$ cat src/rtl/ssp_pkg.sv
package ssp_pkg;
  localparam int REG_W  = 8;
  localparam int PIN_N  = 4;

  localparam logic [1:0] ADDR_CTRL   = 2'd0;
  localparam logic [1:0] ADDR_DATA   = 2'd1;
  localparam logic [1:0] ADDR_STATUS = 2'd2;
  localparam logic [1:0] ADDR_GPIO   = 2'd3;

  typedef enum logic [1:0] {
    SRC_OSC   = 2'd0,
    SRC_TIMER = 2'd1,
    SRC_SYS   = 2'd2,
    SRC_EXT   = 2'd3
  } clkSrc_t;

  // strobes from control to datapath
  typedef struct packed {
    logic load;      // capture parallel write data
    logic shiftOut;  // falling serial edge: present next bit
    logic sample;    // rising serial edge: take input bit
  } sspStrobe_t;
endpackage

$ cat src/rtl/ssp_sync.sv
module ssp_sync #(
  parameter int WIDTH  = 2,
  parameter int STAGES = 2
) (
  input  logic             clk,
  input  logic             rstN,
  input  logic [WIDTH-1:0] asyncIn,
  input  logic [WIDTH-1:0] resetVal,
  output logic [WIDTH-1:0] syncOut
);
  logic [WIDTH-1:0] stage [STAGES];

  for (genvar s = 0; s < STAGES; s++) begin : gStage
    always_ff @(posedge clk) begin
      if (!rstN) stage[s] <= resetVal;
      else if (s == 0) stage[s] <= asyncIn;
      else stage[s] <= stage[(s == 0) ? 0 : s-1];
    end
  end

  assign syncOut = stage[STAGES-1];
endmodule

$ cat src/rtl/ssp_ctrl.sv
module ssp_ctrl
  import ssp_pkg::*;
#(
  parameter int DATA_W = 8,
  localparam int CNT_W = $clog2(DATA_W)
) (
  input  logic             clk,
  input  logic             rstN,
  input  logic             regWe,
  input  logic [1:0]       regAddr,
  input  logic [REG_W-1:0] regWdata,
  input  logic             startTrig,
  input  logic             oscTick,
  input  logic             timerUf,
  input  logic             extSclk,
  output logic             serEn,
  output logic             outEn,
  output clkSrc_t          clkSel,
  output logic             slaveMode,
  output logic             busy,
  output logic             sclkOut,
  output logic             readyOut,
  output logic             irqFlag,
  output logic [PIN_N-1:0] gpioOut,
  output logic [PIN_N-1:0] gpioDir,
  output sspStrobe_t       strobe
);
  logic [CNT_W-1:0] bitCnt;
  logic             extPrev;
  logic             tick;
  logic             fallEv;
  logic             riseEv;
  logic             startOk;
  logic             lastBit;
  logic             ctrlWr;
  logic             statusWr;
  logic             gpioWr;

  assign slaveMode = (clkSel == SRC_EXT);
  assign ctrlWr    = regWe && (regAddr == ADDR_CTRL);
  assign statusWr  = regWe && (regAddr == ADDR_STATUS);
  assign gpioWr    = regWe && (regAddr == ADDR_GPIO);
  assign startOk   = startTrig && serEn && !busy;
  assign lastBit   = (bitCnt == CNT_W'(DATA_W - 1));

  always_comb begin
    unique case (clkSel)
      SRC_OSC:   tick = oscTick;
      SRC_TIMER: tick = timerUf;
      SRC_SYS:   tick = 1'b1;
      default:   tick = 1'b0;
    endcase
  end

  always_comb begin
    if (slaveMode) begin
      fallEv = busy && extPrev && !extSclk;
      riseEv = busy && !extPrev && extSclk;
    end else begin
      fallEv = busy && tick && sclkOut;
      riseEv = busy && tick && !sclkOut;
    end
  end

  always_comb begin
    strobe.load     = regWe && (regAddr == ADDR_DATA) && !busy;
    strobe.shiftOut = fallEv;
    strobe.sample   = riseEv;
  end

  always_ff @(posedge clk) begin
    if (!rstN) begin
      serEn    <= 1'b0;
      outEn    <= 1'b0;
      clkSel   <= SRC_OSC;
      gpioOut  <= '0;
      gpioDir  <= '0;
      busy     <= 1'b0;
      bitCnt   <= '0;
      sclkOut  <= 1'b1;
      readyOut <= 1'b0;
      irqFlag  <= 1'b0;
      extPrev  <= 1'b1;
    end else begin
      extPrev <= extSclk;
      if (ctrlWr) begin
        serEn  <= regWdata[0];
        outEn  <= regWdata[1];
        clkSel <= clkSrc_t'(regWdata[3:2]);
      end
      if (gpioWr) begin
        gpioOut <= regWdata[PIN_N-1:0];
        gpioDir <= regWdata[REG_W-1:PIN_N];
      end
      if (startOk) begin
        busy     <= 1'b1;
        bitCnt   <= '0;
        sclkOut  <= 1'b1;
        readyOut <= slaveMode;
      end else begin
        if (fallEv) readyOut <= 1'b0;
        if (!slaveMode && (fallEv || riseEv)) sclkOut <= ~sclkOut;
        if (riseEv) begin
          bitCnt <= bitCnt + 1'b1;
          if (lastBit) busy <= 1'b0;
        end
      end
      if (riseEv && lastBit) irqFlag <= 1'b1;
      else if (statusWr && regWdata[1]) irqFlag <= 1'b0;
    end
  end
endmodule

$ cat src/rtl/ssp_datapath.sv
module ssp_datapath
  import ssp_pkg::*;
#(
  parameter int DATA_W = 8
) (
  input  logic              clk,
  input  logic              rstN,
  input  sspStrobe_t        strobe,
  input  logic [DATA_W-1:0] loadData,
  input  logic              sinBit,
  output logic [DATA_W-1:0] shiftData,
  output logic              soutBit
);
  logic [DATA_W-1:0] shiftReg;
  logic              soutReg;

  always_ff @(posedge clk) begin
    if (!rstN) begin
      shiftReg <= '0;
      soutReg  <= 1'b0;
    end else begin
      if (strobe.load) shiftReg <= loadData;
      else if (strobe.sample) shiftReg <= {shiftReg[DATA_W-2:0], sinBit};
      if (strobe.shiftOut) soutReg <= shiftReg[DATA_W-1];
    end
  end

  assign shiftData = shiftReg;
  assign soutBit   = soutReg;
endmodule

$ cat src/rtl/sync_serial_port.sv
module sync_serial_port
  import ssp_pkg::*;
#(
  parameter int DATA_W      = 8,
  parameter int SYNC_STAGES = 2
) (
  input  logic             clk,
  input  logic             rstN,
  input  logic             regWe,
  input  logic [1:0]       regAddr,
  input  logic [7:0]       regWdata,
  output logic [7:0]       regRdata,
  input  logic             startTrig,
  input  logic             oscTick,
  input  logic             timerUf,
  output logic             irq,
  input  logic [3:0]       pinIn,
  output logic [3:0]       pinOut,
  output logic [3:0]       pinOe
);
  logic             serEn;
  logic             outEn;
  clkSrc_t          clkSel;
  logic             slaveMode;
  logic             busy;
  logic             sclkOut;
  logic             readyOut;
  logic             irqFlag;
  logic [PIN_N-1:0] gpioOut;
  logic [PIN_N-1:0] gpioDir;
  sspStrobe_t       strobe;
  logic [1:0]       syncPins;
  logic             sinBit;
  logic [DATA_W-1:0] shiftData;
  logic             soutBit;

  ssp_sync #(.WIDTH(2), .STAGES(SYNC_STAGES)) uSync (
    .clk(clk), .rstN(rstN),
    .asyncIn({pinIn[2], pinIn[0]}),
    .resetVal(2'b10),
    .syncOut(syncPins)
  );

  ssp_ctrl #(.DATA_W(DATA_W)) uCtrl (
    .clk(clk), .rstN(rstN),
    .regWe(regWe), .regAddr(regAddr), .regWdata(regWdata),
    .startTrig(startTrig), .oscTick(oscTick), .timerUf(timerUf),
    .extSclk(syncPins[1]),
    .serEn(serEn), .outEn(outEn), .clkSel(clkSel), .slaveMode(slaveMode),
    .busy(busy), .sclkOut(sclkOut), .readyOut(readyOut), .irqFlag(irqFlag),
    .gpioOut(gpioOut), .gpioDir(gpioDir), .strobe(strobe)
  );

  assign sinBit = slaveMode ? syncPins[0] : pinIn[0];

  ssp_datapath #(.DATA_W(DATA_W)) uData (
    .clk(clk), .rstN(rstN), .strobe(strobe),
    .loadData(regWdata[DATA_W-1:0]), .sinBit(sinBit),
    .shiftData(shiftData), .soutBit(soutBit)
  );

  assign irq = irqFlag;

  always_comb begin
    pinOut = gpioOut;
    pinOe  = gpioDir;
    if (serEn) begin
      pinOut[0] = 1'b0;
      pinOe[0]  = 1'b0;
      pinOut[1] = soutBit;
      pinOe[1]  = outEn;
      pinOut[2] = slaveMode ? 1'b0 : sclkOut;
      pinOe[2]  = !slaveMode;
      if (slaveMode) begin
        pinOut[3] = readyOut;
        pinOe[3]  = 1'b1;
      end
    end
  end

  always_comb begin
    unique case (regAddr)
      ADDR_CTRL:   regRdata = {4'b0, clkSel, outEn, serEn};
      ADDR_DATA:   regRdata = REG_W'(shiftData);
      ADDR_STATUS: regRdata = {pinIn, 2'b0, irqFlag, busy};
      default:     regRdata = {gpioDir, gpioOut};
    endcase
  end
endmodule

$ cat config.mk
export PLATFORM = sky130hd
export DESIGN_NAME = sync_serial_port
export DESIGN_NICKNAME = d
export VERILOG_FILES = /design/src/rtl/ssp_pkg.sv /design/src/rtl/ssp_sync.sv /design/src/rtl/ssp_ctrl.sv /design/src/rtl/ssp_datapath.sv /design/src/rtl/sync_serial_port.sv
export SDC_FILE = /design/constraint.sdc
export NUM_CORES = 1
export LEC_CHECK = 0
export CORE_MARGIN = 2
export CORE_UTILIZATION = 35
export DETAILED_ROUTE_END_ITERATION = 8
export PLACE_DENSITY_LB_ADDON = 0.25
export REMOVE_ABC_BUFFERS = 1
export SYNTH_ARGS = -nofsm -noshare
export SYNTH_HDL_FRONTEND = slang
export SYNTH_SLANG_ARGS = --single-unit
export TNS_END_PERCENT = 10
$ cat constraint.sdc
create_clock -name clk -period 1.5 [get_ports clk]
set_input_delay 0.3 -clock clk [delete_from_list [all_inputs] [get_ports clk]]
set_output_delay 0.3 -clock clk [all_outputs]
set_load 0.05 [all_outputs]
; Yosys cells after proc, flatten, opt, wreduce, memory -nomap -nowiden
; Memory sizes are Yosys's and may differ from the RTL's.
; Index checks and enable logic that the tools add are counted.
[totals]
reg_bits = 29
latchBits = 0
ramBits = 4
romBits = 0
input_bits = 20
out_inout_bits = 17
wordCells = 81
n_memories = 1
[classes]
add_sub_neg = 1
mul = 0
div_mod_pow = 0
magnitude_cmp = 0
eq_ne = 7
shift = 0
n_mux = 23
bitwise = 4
n_reduce_logical = 32
[memory_table]
columns = name, words, word_bits, rd, rd_ports_with_merged_regs, write_ports, line
row1 = uSync.stage, 2, 2, 2, 0, 2, ssp_sync.sv:11  ; logic [WIDTH-1:0] stage [STAGES];
[op_table]
columns = operator, count
row1 = $pmux W8 S3, 1
row2 = $logic_and A1 B1 Y1, 17
row3 = $mux W8, 2
row4 = $mux W1, 15
row5 = $reduce_bool A2 Y1, 5
row6 = $eq A2 B2 Y1 const B, 4
row7 = $mux W4, 2
row8 = $logic_not A1 Y1, 5
row9 = $eq A2 B1 Y1 const B, 2
row10 = $logic_not A2 Y1, 2
row11 = $mux W2, 2
row12 = $add A3 B1 Y3 const B, 1
row13 = $eq A3 B3 Y1 const B, 1
row14 = $pmux W1 S3, 1
row15 = $not A1 Y1, 2
row16 = $or A1 B1 Y1, 2
row17 = $reduce_and A2 Y1, 1
row18 = $reduce_or A2 Y1, 1
row19 = $logic_or A1 B1 Y1, 1

; Longest topological paths before layout
; Gate-level depths: netlist (run 1).
[depth]
word_depth = 7
depth_mapped = 6
mapped_depth_nobuf = 4

; Hierarchy
; A second synthesis (run 1) with hierarchy kept.
[unflattened]
cells_unflattened = 168
hier_area_um2 = 1826.8
[by_module_without_submodules]
columns = module, instances, cells_each, area_per_inst_um2, seq_area_each_um2
row1 = ssp_ctrl, 1, 87, 913.4, 400.4
row2 = ssp_datapath, 1, 38, 476.7, 180.2
row3 = sync_serial_port, 1, 35, 311.5, 0.0
row4 = ssp_sync, 1, 8, 125.1, 80.1

; Worst setup path after synthesis (run 1)
; Ideal clock, no wire load.
[synth_timing]
path_type = input port to output port
start = in regAddr[1]
end = out regRdata[2]
arrival_ps = 1745
required_time_ps = 1200
path_slack_ps = -545
cell_stages = 3
n_path_buf = 2
path_cell_list = buf_4 -> clkbuf_1 -> o21ai_0
[synth_via]
elab_chain_cells = 2
elab_cells_between_ends = 4
cone_classes = eq/ne (2) / mux (1) / reduce/logical (1)
[synth_rtl]
columns = item, line
row1 = from (decl), sync_serial_port.sv:10  ; input logic [1:0] regAddr,
row2 = "$eq A2 B2 Y1, or another cell as far along", sync_serial_port.sv:82  ; unique case (regAddr)
row3 = $pmux W8 S3 *, sync_serial_port.sv:82
row4 = to (decl), sync_serial_port.sv:12  ; output logic [7:0] regRdata,
; Mark *: on every way between the ends. The rest lies on a longest branch, timed or not.

; Worst setup path after layout (run 1)
[layout_timing]
start = reg uCtrl.clkSel[1]
end = out pinOut[3]
[layout_via]
elab_chain_cells = 3
[layout_rtl]
columns = item, line
row1 = from (decl), ssp_ctrl.sv:18  ; output clkSrc_t clkSel,
row2 = from (signal assigned), ssp_ctrl.sv:89  ; clkSel <= clkSrc_t'(regWdata[3:2]);
row3 = $eq A2 B2 Y1, ssp_ctrl.sv:39  ; assign slaveMode = (clkSel == SRC_EXT);
row4 = $mux W1, sync_serial_port.sv:74  ; if (slaveMode) begin
row5 = $mux W4, sync_serial_port.sv:67  ; if (serEn) begin
row6 = to (decl), sync_serial_port.sv:18  ; output logic [3:0] pinOut,
; Every way passes these cells.

==> results by group, run 1 <==
Final layout
  – N_diodes: 0
  – Fraction of layout cells with a size suffix above 1: 44.3%
  – Layout area overhead: 67.7%
  – Nets: 285
  – Fillcell total: 395
  – Final Instance Count excl. Fillers: 331

Power and ir drop
  – Leakage dissipation: 1.29 nW
  – Clock network fraction of total power: 39.4%
  – Switching share of power: 24.4%
  – Logic pwr share: 19.2%
  – Worst IR drop on VDD: 472 uV
  – Sequential power share: 41.4%
  – Int Pwr: 1.66 mW
  – Net Switching: 0.537 mW
  – PD cells: 763 nW/um2
  – Total power: 2.20 mW

Floorplan
  – Num ports: 37
  – Starting density of the core: 36.4%
  – Die width: 74.1 um
  – Die area: 5490 um2
  – Core Footprint: 4720 um2
  – Die Y: 74.1 um
  – Cell Rows: 25

Yosys
  – Synth area leaders: dfxtp_1 (38%), mux2i_1 (10%), mux2_2 (9.2%)
  – Synth async-reset ratio: 0%
  – Synth warn: 0
  – Top cells by count, synth: dfxtp_1 (33), nand2_1 (21), mux2i_1 (18), mux2_2 (14), nor2_1 (13)
  – Xor/xnor share of the synthesized area: 0%
  – Syn Inst Count: 182
  – Simple-gate share of the synthesized area: 20.9%
  – Syn Std Cell Area: 1720 um2
  – Post-synthesis adder-cell area fraction: 1.45%
  – Average cell area after synthesis: 9.45 um2
  – Largest family of logic cells by synthesized area: multiplexers
  – Seq cells post-synth: 33
  – Multiplexer area fraction after synthesis: 22.3%
  – Compound-Gate Fraction of Synth Area: 13.7%
  – Register area share after synthesis: 38.4%
  – Synth unique cells: 39
  – Synth top area share: 38.4%
  – Most common cell in the synthesized netlist: dfxtp_1
  – EDFF count, synth: 0
  – Top FF cell, synth: dfxtp_1
  – Synth area leader: dfxtp_1

Worst setup path
  – Crit-path max FO: 5
  – RR Startpoint: uCtrl.clkSel[0]
  – Critical Path Start: uCtrl.clkSel[1]
  – Slowest cell on the critical path: dfxtp_4
  – Worst path cell trace: buf_6 > nand3_4 > mux2_4 > buf_12
  – Stages on the worst setup path: 4
  – Largest stage delay, worst path: 0.38 ns
  – Kind of critical path: reg -> out
  – Crit end category: primary output
  – Worst EP arrival: 1.33 ns
  – Crit path buffers/inverters: 2
  – Startpoint Class: flip-flop
  – Worst R2R Path Depth: 6
  – Top delay family on crit path: flip-flops
  – Worst EP required: 1.20 ns

Detailed routing
  – Vias: 1612
  – Vias/cell: 4.87
  – Average wire per standard cell: 14.6 um
  – Final antenna-violating net count: 0
  – Initial DRT Pass Iterations: 4
  – Initial DRC count: 45
  – Residual DRC count: 0
  – Drt total wl: 4.84 mm

STA
  – FMAX: 615 MHz
  – RSZ-0062 raised after global routing: true
  – Slew Limit Fails: 0
  – Final worst path period share: 108%
  – Setup Skew: 0.00480 ns
  – Slew headroom: 78.4%
  – Final number of hold-violating endpoints: 0
  – Fin Setup TNS: -1.17 ns
  – PnR worst setup slack: -0.127 ns
  – Worst Tran Pin Value: 0.322 ns
  – Period minus WS final: 1.63 ns
  – Final number of setup-violating endpoints: 25
  – Worst Hold Margin: 0.379 ns

Clocking
  – Clock Latency Late Sink: 0.28 ns
  – Clock Sink Count: 33
  – Clk slew on worst S/H paths: 0.07 ns
  – Hold Buf Count CTS: 0
  – CTS Buf Count: 5
  – Root Driver: clkbuf_8
  – H-tree levels: 2
  – CTS tree: yes
  – CTS Buffer Depth: 2

GRT
  – Vias in the first global route: 1672
  – Total gr overflow: 0
  – Largest net degree at the start of global routing: 15
  – Tot GR Track Use: 19.8%
  – Antenna violations before repair: 0
  – First-pass GRT wire length: 8.17 mm

Place
  – Detailed Place HPWL: 3.51 mm
  – Worst-case setup slack after placement: -0.506 ns
  – Final Wtd Congestion: 0.805
  – IO buf count: 36
  – Inst Count DP: 310

Min path
  – Hold WC Path Type: in -> reg
  – Worst Hold Depth: 2
  – Hold wc startpoint: pinIn[2]

Outcome
  – Failing checks: negative setup slack
  – Status: finished, violations left

Flow run
  – Max Cap Viol: 0
[kinds of logic (layout without fill, tap and decap cells)]
| logic type | after synthesis | after routing |
|---|---|---|
| AOI/OAI and AO/OA | 33 | 33 |
| adders and majority gates | 2 | 2 |
| buffers and inverters | 12 | 94 |
| DFF | 33 | 33 |
| muxes | 34 | 34 |
| and+or+nand+nor | 68 | 68 |
[placed cells by master (no fill, tap or decap), types with 3 or more instances in the layout]
cell type        synthesis  layout
mux2i_1                 18      18
nor3_1                   4       4
nand3_1                  9       8
buf_4                    1      40
buf_12                   0      14
o21ai_0                 10       7
dlygate4sd2_1            0       3
clkdlybuf4s50_1          0      13
nand2_1                 21      21
a21oi_1                  8       8
a22o_1                   4       4
nor2_1                  13      13
buf_6                    1       7
dfxtp_2                  0       8
clkbuf_8                 0       6
mux2_4                   0       4
inv_1                    4       4
o21ai_2                  1       4
dfxtp_4                  0       3
dfxtp_1                 33      22
mux2_2                  14      10
nand2b_1                 6       5
[worst reg2reg max path, delay by kind of cell (launching register included)]
kind | cells | cell delay [ns]
AO/OA/AOI/OAI | 4 | 0.81
flip-flops | 1 | 0.36
buffers and inverters | 2 | 0.29
[path summary, 6_finish.rpt]
check                        to  slack (ns)
max                   pinOut[3]       -0.13
max reg2reg  uData.shiftData[0]       -0.07
min           uSync.stage[0][1]        0.38
min reg2reg   uSync.stage[1][1]        0.41
[flip-flops by register name (all words and copies together) (netlist names)]
signal and count:
uCtrl.sclkOut 1, uCtrl.clkSel 2, uCtrl.irqFlag 1, uData.soutBit 1, uCtrl.readyOut 1, uCtrl.serEn 1
uCtrl.outEn 1, uCtrl.extPrev 1, uCtrl.gpioOut 4, uSync.stage 4, uCtrl.gpioDir 4, uCtrl.bitCnt 3
uData.shiftData 8, uCtrl.busy 1
[layout make-up]
| type | instances | area, um2 | area share [%] |
|---|---|---|---|
| clock buffer | 7 | 86.3 | 2.99 |
| inverter | 4 | 15.0 | 0.520 |
| clock inverter | 1 | 30.0 | 1.04 |
| timing repair buffer | 82 | 902 | 31.3 |
| tap | 67 | 83.8 | 2.91 |
| multi-input combinational | 137 | 1090 | 37.6 |
| sequential | 33 | 682 | 23.6 |
[routing by layer]
metal | routed length [um] | GRT usage, %
met4 | 50 | 4.65
met3 | 163 | 4.61
met2 | 2430 | 33.4
met5 | 0 | 0
met1 | 2190 | 25.8
[repair_timing]
action,CTS,global route
resized for setup,50,9
pin swaps,4,4
setup endpoints to repair,35,32
buffers inserted,12,0
cloned,1,0
[stage by stage]
| step | cell area, um2 | util, % |
|---|---|---|
| 6_report | 2890 | 61.1 |
| 5_1_grt | 2890 | 61.1 |
| 4_1_cts | 2860 | 60.6 |
| 3_5_place_dp | 2500 | 53.0 |
| 3_3_place_gp | 2500 | 53.0 |
| 2_1_floorplan | 1680 | - |
[power by group through the flow]
| stage | clock (mW) | combinational, mW | sequential, mW |
|---|---|---|---|
| after floorplan | 0 | 0.161 | 0.928 |
| after global placement | 0 | 0.373 | 0.934 |
| after detailed placement | 0 | 0.375 | 0.934 |
| after CTS | 0.883 | 0.421 | 0.910 |
| after global routing | 0.921 | 0.449 | 0.914 |
| final | 0.867 | 0.424 | 0.911 |
Power figures use the tool's default switching activity.
==> inputs of run 2 (changes only) <==
Settings changed: CTS_CLUSTER_SIZE set to 25.
==> results of run 2 <==
No change in the layout: final DEF, timing and power equal those of run 1.
